--- src/rtl/dcl_pkg.sv ---
package dcl_pkg;

   typedef enum logic [2:0] {
      ST_IDLE = 3'd0,
      ST_LEAD = 3'd1,
      ST_HIGH = 3'd2,
      ST_LOW  = 3'd3,
      ST_TAIL = 3'd4,
      ST_GAP  = 3'd5
   } dcl_state_e;

   function automatic int unsigned dcl_cnt_w(input int unsigned n);
      return (n < 2) ? 1 : $clog2(n);
   endfunction

endpackage

--- src/rtl/dcl_tick_gen.sv ---
module dcl_tick_gen #(
   parameter int unsigned DIV_W = 8
) (
   input  logic             clk,
   input  logic             rst_n,
   input  logic             load,
   input  logic [DIV_W-1:0] period_i,
   input  logic             run,
   output logic             tick
);

   logic [DIV_W-1:0] period_q;

   always_ff @(posedge clk or negedge rst_n) begin
      if (!rst_n)    period_q <= '0;
      else if (load) period_q <= period_i;
   end

   generate
      if (DIV_W == 1) begin : g_single
         // periods 0 and 1 both mean one cycle per phase
         assign tick = run;
      end else begin : g_count
         logic [DIV_W-1:0] cnt_q;
         logic [DIV_W-1:0] last;

         assign last = (period_q == '0) ? '0 : period_q - 1'b1;
         assign tick = run && (cnt_q == last);

         always_ff @(posedge clk or negedge rst_n) begin
            if (!rst_n)    cnt_q <= '0;
            else if (!run) cnt_q <= '0;
            else if (tick) cnt_q <= '0;
            else           cnt_q <= cnt_q + 1'b1;
         end
      end
   endgenerate

endmodule

--- src/rtl/dcl_frame_shifter.sv ---
module dcl_frame_shifter #(
   parameter int unsigned NUM_DEV = 4,
   parameter int unsigned CODE_W  = 16
) (
   input  logic                      clk,
   input  logic                      rst_n,
   input  logic                      load,
   input  logic                      shift,
   input  logic [NUM_DEV*CODE_W-1:0] codes_i,
   output logic                      msb_o
);

   localparam int unsigned TOTAL = NUM_DEV * CODE_W;

   logic [TOTAL-1:0] packed_frame;
   logic [TOTAL-1:0] frame_q;

   // The far device leaves first, so its slot sits at the top of the frame.
   generate
      for (genvar k = 0; k < NUM_DEV; k++) begin : g_slot
         assign packed_frame[k*CODE_W +: CODE_W] = codes_i[k*CODE_W +: CODE_W];
      end
   endgenerate

   always_ff @(posedge clk or negedge rst_n) begin
      if (!rst_n)     frame_q <= '0;
      else if (load)  frame_q <= packed_frame;
      else if (shift) frame_q <= {frame_q[TOTAL-2:0], 1'b0};
   end

   assign msb_o = frame_q[TOTAL-1];

endmodule

--- src/rtl/dcl_sequencer.sv ---
module dcl_sequencer
   import dcl_pkg::*;
#(
   parameter int unsigned TOTAL_BITS = 64
) (
   input  logic clk,
   input  logic rst_n,
   input  logic start,
   input  logic tick,
   output logic load,
   output logic shift,
   output logic run,
   output logic sclk,
   output logic sel_n,
   output logic busy,
   output logic done
);

   localparam int unsigned CNT_W = dcl_cnt_w(TOTAL_BITS);
   localparam logic [CNT_W-1:0] LAST_BIT = CNT_W'(TOTAL_BITS - 1);

   dcl_state_e       state_q;
   logic [CNT_W-1:0] bit_q;
   logic             sclk_q;
   logic             sel_n_q;
   logic             done_q;
   logic             last_bit;

   assign load     = (state_q == ST_IDLE) && start;
   assign shift    = (state_q == ST_HIGH) && tick;
   assign run      = (state_q != ST_IDLE);
   assign last_bit = (bit_q == LAST_BIT);

   always_ff @(posedge clk or negedge rst_n) begin
      if (!rst_n) begin
         state_q <= ST_IDLE;
         bit_q   <= '0;
         sclk_q  <= 1'b0;
         sel_n_q <= 1'b1;
         done_q  <= 1'b0;
      end else begin
         done_q <= 1'b0;
         unique case (state_q)
            ST_IDLE: if (start) begin
               state_q <= ST_LEAD;
               sel_n_q <= 1'b0;
               bit_q   <= '0;
            end
            ST_LEAD: if (tick) begin
               state_q <= ST_HIGH;
               sclk_q  <= 1'b1;
            end
            ST_HIGH: if (tick) begin
               sclk_q <= 1'b0;
               if (last_bit) begin
                  state_q <= ST_TAIL;
               end else begin
                  state_q <= ST_LOW;
                  bit_q   <= bit_q + 1'b1;
               end
            end
            ST_LOW: if (tick) begin
               state_q <= ST_HIGH;
               sclk_q  <= 1'b1;
            end
            ST_TAIL: if (tick) begin
               state_q <= ST_GAP;
               sel_n_q <= 1'b1;
            end
            ST_GAP: if (tick) begin
               state_q <= ST_IDLE;
               done_q  <= 1'b1;
            end
            default: state_q <= ST_IDLE;
         endcase
      end
   end

   assign sclk  = sclk_q;
   assign sel_n = sel_n_q;
   assign busy  = (state_q != ST_IDLE);
   assign done  = done_q;

endmodule

--- src/rtl/dac_chain_loader.sv ---
module dac_chain_loader #(
   parameter int unsigned NUM_DEV = 4,
   parameter int unsigned CODE_W  = 16,
   parameter int unsigned DIV_W   = 8
) (
   input  logic                      clk,
   input  logic                      rst_n,
   input  logic                      start,
   input  logic [NUM_DEV*CODE_W-1:0] codes,
   input  logic [DIV_W-1:0]          half_period,
   output logic                      sclk,
   output logic                      sdata,
   output logic                      sel_n,
   output logic                      busy,
   output logic                      done
);

   localparam int unsigned TOTAL_BITS = NUM_DEV * CODE_W;

   generate
      if (NUM_DEV < 1) begin : g_bad_dev
         $error("dac_chain_loader: NUM_DEV must be at least 1");
      end
      if (CODE_W < 2) begin : g_bad_code
         $error("dac_chain_loader: CODE_W must be at least 2");
      end
      if (DIV_W < 1) begin : g_bad_div
         $error("dac_chain_loader: DIV_W must be at least 1");
      end
   endgenerate

   logic load;
   logic shift;
   logic run;
   logic tick;

   dcl_sequencer #(
      .TOTAL_BITS(TOTAL_BITS)
   ) u_seq (
      .clk  (clk),
      .rst_n(rst_n),
      .start(start),
      .tick (tick),
      .load (load),
      .shift(shift),
      .run  (run),
      .sclk (sclk),
      .sel_n(sel_n),
      .busy (busy),
      .done (done)
   );

   dcl_tick_gen #(
      .DIV_W(DIV_W)
   ) u_tick (
      .clk     (clk),
      .rst_n   (rst_n),
      .load    (load),
      .period_i(half_period),
      .run     (run),
      .tick    (tick)
   );

   dcl_frame_shifter #(
      .NUM_DEV(NUM_DEV),
      .CODE_W (CODE_W)
   ) u_shift (
      .clk    (clk),
      .rst_n  (rst_n),
      .load   (load),
      .shift  (shift),
      .codes_i(codes),
      .msb_o  (sdata)
   );

endmodule

--- config.mk ---
export PLATFORM = sky130hd
export DESIGN_NAME = dac_chain_loader
export DESIGN_NICKNAME = d
export VERILOG_FILES = /design/src/rtl/dcl_pkg.sv /design/src/rtl/dcl_tick_gen.sv /design/src/rtl/dcl_frame_shifter.sv /design/src/rtl/dcl_sequencer.sv /design/src/rtl/dac_chain_loader.sv
export SDC_FILE = /design/constraint.sdc
export NUM_CORES = 1
export LEC_CHECK = 0
export ABC_AREA = 1
export BUFFER_PORTS_ARGS = -buffer_cell sky130_fd_sc_hd__buf_2
export CAP_MARGIN = 20
export CORE_MARGIN = 5
export CORE_UTILIZATION = 52
export CTS_CLUSTER_SIZE = 25
export DETAILED_ROUTE_END_ITERATION = 7
export PLACE_DENSITY = 0.81
export SETUP_SLACK_MARGIN = 0.05
export SLEW_MARGIN = 25
export SYNTH_ARGS = -nofsm -noshare
export SYNTH_HDL_FRONTEND = slang
export SYNTH_SLANG_ARGS = --single-unit
--- constraint.sdc ---
create_clock -name clk -period 2.3 [get_ports clk]
set_clock_uncertainty 0.2 [all_clocks]
set_input_delay 0.345 -clock clk [delete_from_list [all_inputs] [get_ports clk]]
set_output_delay 0.345 -clock clk [all_outputs]
set_load 0.02 [all_outputs]
==> flow_summary.yaml, run 1 <==
floorplanning:
  die-area_um2: 12000
  die_y_um: 110
  row_count: 36
  fp.coreArea_um2: 9730
  fp.dieW_um: 110
  pin_count: 80
  start_util_pct: 53.0
pwr:
  vdd_drop_max_mv: 0.883
  p_leak_nw: 3.60
  p_per_area_nw_per_um2: 1180
drt:
  viasPerCell: 5.31
  drt_iter0_drc: 411
  drc_errors: 0
  routedWlPerCell_um: 14.0
  drt_first_pass_iters: 6
  drtAntennaViolNets: 0
  vias: 5069
  routed_wl_mm: 13.4
clock_tree:
  clock-root-buffer: "clkbuf_8"
  htreeDepth: 3
  insertion_delay_ns: 0.36
  cts_max_path_buffers: 2
  cts_sinks: 92
  clk_pin_slew_ns: 0.09
  cts_tree: "done"
  cts_buffers: 9
synthesis:
  synth.distinct_cells: 32
  ys_seq_elements: 92
  synth_nets: 802
  yosys_most_used_dff: "dfrtp_1"
  avgSynthCellArea_um2: 7.12
  synth_enable_flop_cells: 0
  async_flop_share_pct: 100
  synth_warnings: 0
  postSynthCellCount: 724
  netlist_area_um2: 5150
  seq_area_frac_synth_pct: 44.7
final_layout:
  fin_util_pct: 66.0
  seqCellArea_um2: 2310
  final_layout_size_suffix_gt1_share_pct: 24.5
  fin_nets: 895
  fill_cells: 799
  n_antenna_cell: 0
  multiInputGateArea_um2: 2710
  syn_to_final_growth_pct: 24.6
grt:
  overflow: 0
  grt_max_degree: 81
  track_usage_pct: 21.5
  grt_pass1_vias: 4765
  antenna_found_initial: 0
  grt_pass1_wl_mm: 20.9
placement:
  dpl.hpwl_mm: 8.16
  place_congestion: 0.877
  io_buffers: 79
  dp_slack_ns: -0.0875
timing:
  rsz0062_at_grt: "yes"
  min_period_over_period_pct: 99.4
  period_minus_slack_ns: 2.29
  finalSetupViolCount: 0
  setup_slack_ns: 0.0127
  whs_ns: 0.0104
  hold_viol_final: 0
  tightest_slew_ns: 0.620
  setup_tns_ns: 0
  fmax_ghz: 0.437
  relSlewSlack_pct: 58.7
  slew_violations: 0
worst_setup_path:
  start_kind: "register"
  required_ns: 2.35
  end_kind: "register"
  crit_fanout: 18
  critPathArrivalTime_ns: 2.34
  path_class: "reg2reg"
status:
  status: "finished clean"
worst_hold_path:
  min_path_type: "in2reg"
run:
  cap_viol_max_count: 0
[cell families after synthesis]
kind of cell	share of synthesized area, %
buf+inv	7.62
compound gates	2.01
xor+xnor	1.53
fa+ha+maj	0.728
flops	44.7
simple gates	43.4
[critical path: stages (launching register included)]
cell and delay (ns):
dfrtp_1 0.39, inv_2 0.06, ha_4 0.18, buf_4 0.14
xor2_2 0.17, nand2_1 0.08, nand2_1 0.05, nand2_2 0.08
nand2_2 0.09, nor2_8 0.12, nand4_4 0.11, buf_12 0.17
clkbuf_16 0.18, nand3_1 0.09, nand2_1 0.07
[cells in the mapped netlist (2+ instances only)]
cell	instances	area share (%)
o21ai_2	2	0.34
nand2_4	2	0.44
nor3_1	4	0.39
nand2_2	4	0.49
inv_1	34	2.5
ha_1	3	0.73
buf_6	7	1.5
buf_12	3	1.2
nand3_1	101	9.8
buf_1	10	0.73
clkbuf_1	9	0.66
inv_2	4	0.29
xor2_1	7	1.2
nand4_1	15	1.8
o21ai_0	11	1.1
xnor2_1	2	0.34
nor2_1	23	1.7
nor2_2	6	0.73
nand2_1	370	27
dfrtp_1	91	44
buf_2	5	0.49
[per-layer routing]
layer	up-vias	track usage [%]	share of wire, %
met3	36	2.88	4.9
met2	192	36.0	48
li1	2468	-	-
met5	-	0	0
met1	2373	28.4	44
met4	0	8.28	2.8
[area by class of cell]
class,count,share of cell area [%]
multi-input cells,561,42.2
flip-flops and latches,92,35.9
repair buffers,115,13.7
well taps,133,2.59
clock buffers,12,2.26
inverters,38,2.24
clock inverters,4,1.13
[metrics by stage]
| step | cell area [um^2] | cells | power, mW |
|---|---|---|---|
| finish | 6420 | 955 | 7.55 |
| floorplan | 5160 | 724 | 4.93 |
| CTS | 6040 | 944 | 7.06 |
| detailed placement | 5660 | 917 | 5.63 |
| global placement | 5660 | 917 | 5.50 |
| global route | 6420 | 955 | 8.19 |
[final timing paths]
check / startpoint / endpoint / slack [ns] / depth (start not counted)
max in group asynchronous: rst_n / u_shift.frame_q[28] / 0.97 / 3
min in group asynchronous: rst_n / u_shift.frame_q[14] / 0.27 / 2
setup reg to reg: u_tick.period_q[1] / u_shift.frame_q[31] / 0.01 / 14
setup / recovery: u_tick.period_q[1] / u_shift.frame_q[31] / 0.01 / 14
hold / removal: half_period[0] / u_tick.period_q[0] / 0.01 / 3
hold reg to reg: u_seq.sel_n / u_seq.sel_n / 0.31 / 2
[sequential cells by signal, summed over array words and instances (netlist names)]
name                  flops
u_seq.bit_q               6
u_seq.done                1
u_seq.sclk                1
u_seq.sel_n               1
u_seq.state_q             3
u_shift.frame_q          64
u_tick.g_count.cnt_q      8
u_tick.period_q           8
[report_power, final]
part	total, mW	internal, mW	switching [mW]
Clock	1.21	0.642	0.569
Sequential	2.54	2.16	0.378
Combinational	3.80	1.46	2.34
[repair_timing]
action,4_1_cts,5_1_grt
cloned,1,8
gates resized for setup,18,53
setup buffers,6,3
hold buffers,4,0
setup endpoints to repair,81,82
pin swaps,12,16
endpoints found under the hold margin,32,0
[cell usage in the layout, fill, tap and decap left out, drive strengths merged]
master	instances
o21ai	14
nor2	31
clkbuf	17
xnor2	2
ha	3
dlygate4sd3	4
buf	106
dfrtp	91
o31ai	1
bufinv	2
inv	37
and2	1
a21oi	1
nand4	16
clkinv	2
nand3	101
xor2	7
o211ai	1
nand2	378
clkinvlp	1
a31oi	1
nor3	4
dfstp	1
(Power assumes the default switching activity.)
==> inputs of run 2 (changes only) <==
--- a/config.mk
+++ b/config.mk
@@ -9,10 +9,10 @@
 export BUFFER_PORTS_ARGS = -buffer_cell sky130_fd_sc_hd__buf_2
 export CAP_MARGIN = 20
 export CORE_MARGIN = 5
-export CORE_UTILIZATION = 52
+export CORE_UTILIZATION = 55
 export CTS_CLUSTER_SIZE = 25
 export DETAILED_ROUTE_END_ITERATION = 7
-export PLACE_DENSITY = 0.81
+export PLACE_DENSITY = 0.82
 export SETUP_SLACK_MARGIN = 0.05
 export SLEW_MARGIN = 25
 export SYNTH_ARGS = -nofsm -noshare
==> constraint.sdc (replaced) <==
create_clock -name clk -period 2.5 [get_ports clk]
set_clock_uncertainty 0.2 [all_clocks]
set_input_delay 0.375 -clock clk [delete_from_list [all_inputs] [get_ports clk]]
set_output_delay 0.375 -clock clk [all_outputs]
set_load 0.02 [all_outputs]
==> flow_summary.yaml, run 2 (synthesized netlist as in run 1, its figures left out) <==
drt:
  drt_iter0_drc: 522
  routedWlPerCell_um: 15.1
  drtAntennaViolNets: 0
  drc_errors: 0
  routed_wl_mm: 14.1
  drt_first_pass_iters: 5
  viasPerCell: 5.56
  vias: 5197
worst_setup_path:
  required_ns: 2.55
  start_kind: "register"
  r2r_setup_slack_ns: 0.09
  path_class: "reg2reg"
  end_kind: "register"
  critPathArrivalTime_ns: 2.46
  crit_fanout: 14
final_layout:
  final_cell_mix: "nand2_1, nand3_1, dfrtp_1"
  top_regs: "u_shift.frame_q x64, u_tick.g_count.cnt_q x8, u_tick.period_q x8"
  largest_register_ffs: 64
  multiInputGateArea_um2: 2600
  syn_to_final_growth_pct: 21.7
  instances_no_fill: 934
  mostFrequentLayoutCell: "nand2_1"
  n_antenna_cell: 0
  seqCellArea_um2: 2300
  final_layout_size_suffix_gt1_share_pct: 21.0
  regMostFlops: "u_shift.frame_q"
  fill_cells: 734
  fin_nets: 897
timing:
  fmax_ghz: 0.415
  hold_viol_final: 0
  setup_slack_ns: 0.0932
  tightest_slew_ns: 0.656
  min_period_over_period_pct: 96.3
  relSlewSlack_pct: 56.3
  period_minus_slack_ns: 2.41
  slew_violations: 0
  finalSetupViolCount: 0
floorplanning:
  die_y_um: 107
  row_count: 35
  fp.coreArea_um2: 9200
  pin_count: 80
  die-area_um2: 11400
  fp.dieW_um: 107
  start_util_pct: 56.1
grt:
  grt_pass1_vias: 4571
  grt_max_degree: 81
  antenna_found_initial: 0
  track_usage_pct: 21.3
  overflow: 0
  grt_pass1_wl_mm: 20.1
clock_tree:
  cts_buffers: 9
  cts_max_path_buffers: 2
  htreeDepth: 3
  clock-root-buffer: "clkbuf_8"
  cts_tree: "done"
  cts_sinks: 92
  clk_pin_slew_ns: 0.09
  insertion_delay_ns: 0.36
pwr:
  power_frac_clock_pct: 13.6
  comb_power_share_pct: 51.8
  p_int_mw: 3.66
  p_sw_mw: 3.10
  p_leak_nw: 3.55
  p_per_area_nw_per_um2: 1080
  p_seq_share_pct: 34.5
  swShare_pct: 45.8
  vdd_drop_max_mv: 0.873
placement:
  dpl.hpwl_mm: 8.10
  numPlacedInstances: 892
  io_buffers: 79
  dp_slack_ns: 0.0328
  place_congestion: 0.902
worst_hold_path:
  min_path_type: "in2reg"
run:
  cap_viol_max_count: 0
status:
  status: "finished clean"
run 2: cell types whose count changed in the layout (fill, tap and decap cells not counted), sizes merged:
cell and delta:
buf +1, inv +1, nand4 +1, clkinv +2, dlygate4sd3 -3, clkinvlp +1, bufinv -2
run 2: cell type report:
| cell class | count | share of cell area (%) |
|---|---|---|
| multi-input cells | 562 | 41.4 |
| flip-flops and latches | 92 | 36.7 |
| repair buffers | 116 | 14.6 |
| inverters | 38 | 2.29 |
| well taps | 111 | 2.21 |
| clock buffers | 9 | 1.97 |
| clock inverters | 6 | 0.797 |
run 2: metal layers:
metal  track usage (%)  up-vias  share of wire, %
li1                  -     2480                 -
met1              29.2     2442                44
met2              34.9      238                47
met3              4.09       37               6.7
met4              5.66        0               2.3
met5                 0        -                 0
run 2: final timing paths:
| path | startpoint | endpoint | depth (start not counted) |
|---|---|---|---|
| min reg2reg | u_tick.g_count.cnt_q[0] | u_tick.g_count.cnt_q[0] | 1 |
| min | half_period[3] | u_tick.period_q[3] | 3 |
| max in group asynchronous | rst_n | u_shift.frame_q[43] | 3 |
| max | u_tick.period_q[1] | u_shift.frame_q[17] | 13 |
| min in group asynchronous | rst_n | u_shift.frame_q[0] | 2 |
| max reg2reg | u_tick.period_q[1] | u_shift.frame_q[17] | 13 |
run 2: what timing repair did:
item	CTS	global route
endpoints found under the setup margin	28	82
hold endpoints to repair	47	0
pin swaps	0	6
setup buffers	0	12
resized for setup	0	37
hold buffers	1	0
gates cloned	0	14
run 2: stage by stage:
stage                     total power [mW]  hold slack (ns)  setup TNS (ns)  instance area, um^2  util (%)
after floorplan                       4.53           -0.121               0                 5150         -
after global placement                5.01            0.239               0                 5580      60.7
after detailed placement              5.13            0.244               0                 5580      60.7
after CTS                             6.06          0.00682               0                 5760      62.7
after global routing                  7.30           0.0189          -0.105                 6280      68.2
final                                 6.76           0.0216               0                 6280      68.2
run 2: critical path, stage by stage, from the launching register on:
cell       delay, ns
dfrtp_1         0.42
inv_2           0.09
ha_4            0.17
nand2_4         0.06
nor2_4          0.14
nand2_4         0.09
nand4_1         0.12
nand2_1         0.11
nor2_4          0.21
nand4_4         0.18
buf_12          0.20
clkbuf_16       0.17
nand3_1         0.07
nand2_1         0.06
run 2: power by group through the flow:
stage / registers, mW / logic [mW] / clock network, mW
finish: 2.34 / 3.50 / 0.922
floorplan: 2.26 / 2.27 / 0
CTS: 2.30 / 2.82 / 0.934
global placement: 2.30 / 2.71 / 0
global route: 2.39 / 3.91 / 1.00
detailed placement: 2.32 / 2.81 / 0
==> inputs of run 3 (changes only) <==
--- a/config.mk
+++ b/config.mk
@@ -17,4 +17,5 @@
 export SLEW_MARGIN = 25
 export SYNTH_ARGS = -nofsm -noshare
 export SYNTH_HDL_FRONTEND = slang
+export SYNTH_HIERARCHICAL = 1
 export SYNTH_SLANG_ARGS = --single-unit
==> flow_summary.yaml, run 3 <==
worst_setup_path:
  r2r_setup_slack_ns: -0.03
  startpoint: "u_tick/period_q[1]"
  start_kind: "register"
  crit_fanout: 17
  critPathCapture: "u_shift/frame_q[4]"
  path_class: "reg2reg"
  r2r_cells: 15
  worst_r2r_startpoint: "u_tick/period_q[1]"
  critPathArrivalTime_ns: 2.62
  end_kind: "register"
  r2r-end: "u_shift/frame_q[4]"
  required_ns: 2.59
synthesis:
  synth.distinct_cells: 38
  synthDominantCellAreaShare_pct: 48.2
  synth_area_leaders: "dfrtp_1, nand3_1, nand2_1"
  synth_common_cells: "nand2_1, nand3_1, dfrtp_1"
  netlist_area_um2: 4730
  seq_area_frac_synth_pct: 48.7
  yosys_most_used_dff: "dfrtp_1"
  synth.most_common_cell: "nand2_1"
  ys_seq_elements: 92
  synth_enable_flop_cells: 0
  postSynthCellCount: 587
  synth_top_cell_by_area: "dfrtp_1"
  avgSynthCellArea_um2: 8.05
  async_flop_share_pct: 100
  synth_warnings: 6
  synth_nets: 665
grt:
  grt_pass1_wl_mm: 19.0
  grt_max_degree: 64
  use_met3_pct: 5.21
  grt_use_met2_pct: 37.9
  grt_pass1_vias: 4211
  antenna_found_initial: 0
  top_usage_layer: "met2"
  met1_usage_pct: 29.8
  overflow: 0
  track_usage_pct: 22.7
timing:
  tightest_slew_ns: 1.04
  setup_slack_ns: -0.0300
  rsz0062_at_grt: "yes"
  period_minus_slack_ns: 2.53
  hold_viol_final: 0
  fmax_ghz: 0.395
  setup_tns_ns: -0.114
  finalSetupViolCount: 12
  slew_violations: 0
  min_period_over_period_pct: 101
  relSlewSlack_pct: 30.6
  whs_ns: 0.00797
final_layout:
  top_regs: "u_shift/frame_q x64, u_tick/g_count.cnt_q x8, u_tick/period_q x8"
  largest_register_ffs: 64
  design_area_um2: 5890
  regMostFlops: "u_shift/frame_q"
  fill_cells: 624
  n_antenna_cell: 0
  syn_to_final_growth_pct: 24.7
  final_layout_size_suffix_gt1_share_pct: 33.3
  fin_nets: 755
  mostFrequentLayoutCell: "nand2_1"
  final_cell_mix: "nand2_1, nand3_1, dfrtp_1"
pwr:
  power.total_mw: 2.72
  p_leak_nw: 3.03
  vdd_drop_max_mv: 0.450
  p_per_area_nw_per_um2: 461
drt:
  routed_wl_mm: 12.5
  drt_first_pass_iters: 5
  viasPerCell: 5.70
  drt_iter0_drc: 252
  routedWlPerCell_um: 15.9
  drc_errors: 0
  vias: 4486
  drtAntennaViolNets: 0
clock_tree:
  cts_sinks: 92
  clk_pin_slew_ns: 0.10
  htreeDepth: 3
  cts_tree: "done"
  cts_max_path_buffers: 2
  clock-root-buffer: "clkbuf_8"
  insertion_delay_ns: 0.36
  cts_buffers: 9
floorplanning:
  die-area_um2: 10500
  fp.coreArea_um2: 8300
  die_y_um: 103
  row_count: 33
  pin_count: 80
  fp.dieW_um: 103
  start_util_pct: 57.0
run:
  cap_viol_max_count: 0
placement:
  io_buffers: 79
  dpl.hpwl_mm: 7.74
  dp_slack_ns: -0.102
  place_area_um2: 5260
  place_congestion: 0.890
status:
  status: "finished, violations left"
  failed_checks: "setup timing"
worst_hold_path:
  holdPathStages: 3
  min_path_type: "in2reg"
-- run 3: changes by cell type in the layout (fill, tap and decap cells not counted), moves of 4 or more --
cell,before,now
nand3_4,0,4
inv_1,32,15
o21ai_2,2,7
inv_2,5,9
nor2_2,5,12
nand3_2,3,23
nand4_1,15,5
clkbuf_16,8,2
nand2_2,11,27
nand3_1,98,132
nor2_1,20,11
xor2_1,7,2
nand2_1,361,174
-- run 3: worst min-delay path by stage --
stage	to	start	slack (ns)
floorplan	u_seq/bit_q[0]	rst_n	-0.12
global placement	u_shift/frame_q[7]	rst_n	0.15
detailed placement	u_seq/bit_q[0]	rst_n	0.16
CTS	u_tick/period_q[2]	half_period[2]	0.01
global route	u_shift/frame_q[15]	codes[15]	0.02
finish	u_shift/frame_q[0]	codes[0]	0.008
-- run 3: layout make-up --
class	instances	area, um^2	area share (%)
Multi-Input combinational cell	439	2390	40.6
Sequential cell	92	2300	39.1
Timing Repair Buffer	108	727	12.3
Tap cell	105	131	2.23
Clock buffer	10	128	2.17
Inverter	27	115	1.95
Clock inverter	6	95.1	1.61
-- run 3: layer usage --
layer	vias up	routed length, um
met5	-	0
met4	0	275
met3	26	830
met2	181	6350
met1	2161	5070
li1	2118	-
-- run 3: logic make-up after synthesis --
logic type               count (synthesis)  share of synthesized area [%]
AO/OA/AOI/OAI                           27                           3.39
XOR/XNOR                                 3                          0.556
adder cells (fa/ha/maj)                  3                          0.794
buffers and inverters                   57                           6.14
flip-flops                              92                           48.7
multiplexers                             1                          0.238
AND/OR/NAND/NOR                        404                           40.2
-- run 3: critical path, cell delays in order, from the launching register on --
cell       delay [ns]
dfrtp_1          0.41
inv_2            0.09
ha_4             0.15
nand2_4          0.05
nor2_4           0.20
nand2_4          0.12
nand3_2          0.11
nand2_2          0.07
nor2_4           0.12
nand3_4          0.10
nor2_8           0.15
nand3_4          0.11
inv_8            0.11
clkbuf_16        0.18
nand3_1          0.12
nand3_2          0.15
-- run 3: report_power, final --
| part | switching (mW) | internal [mW] | total, mW |
|---|---|---|---|
| registers | 0 | 1.49 | 1.49 |
| logic | 0.0502 | 0.0448 | 0.0951 |
| clock network | 0.560 | 0.574 | 1.13 |
-- run 3: metrics by stage --
stage	std cells	util (%)
after floorplan	587	-
after global placement	760	63.3
after detailed placement	760	63.3
after CTS	781	67.6
after global routing	787	71.0
final	787	71.0
-- run 3: what timing repair did --
item / in CTS / in global routing
pin swaps: 8 / 33
endpoints found under the hold margin: 32 / 0
gates cloned: 0 / 3
hold buffers: 1 / 0
setup endpoints to repair: 72 / 75
buffers inserted: 4 / 3
gates resized for setup: 18 / 56
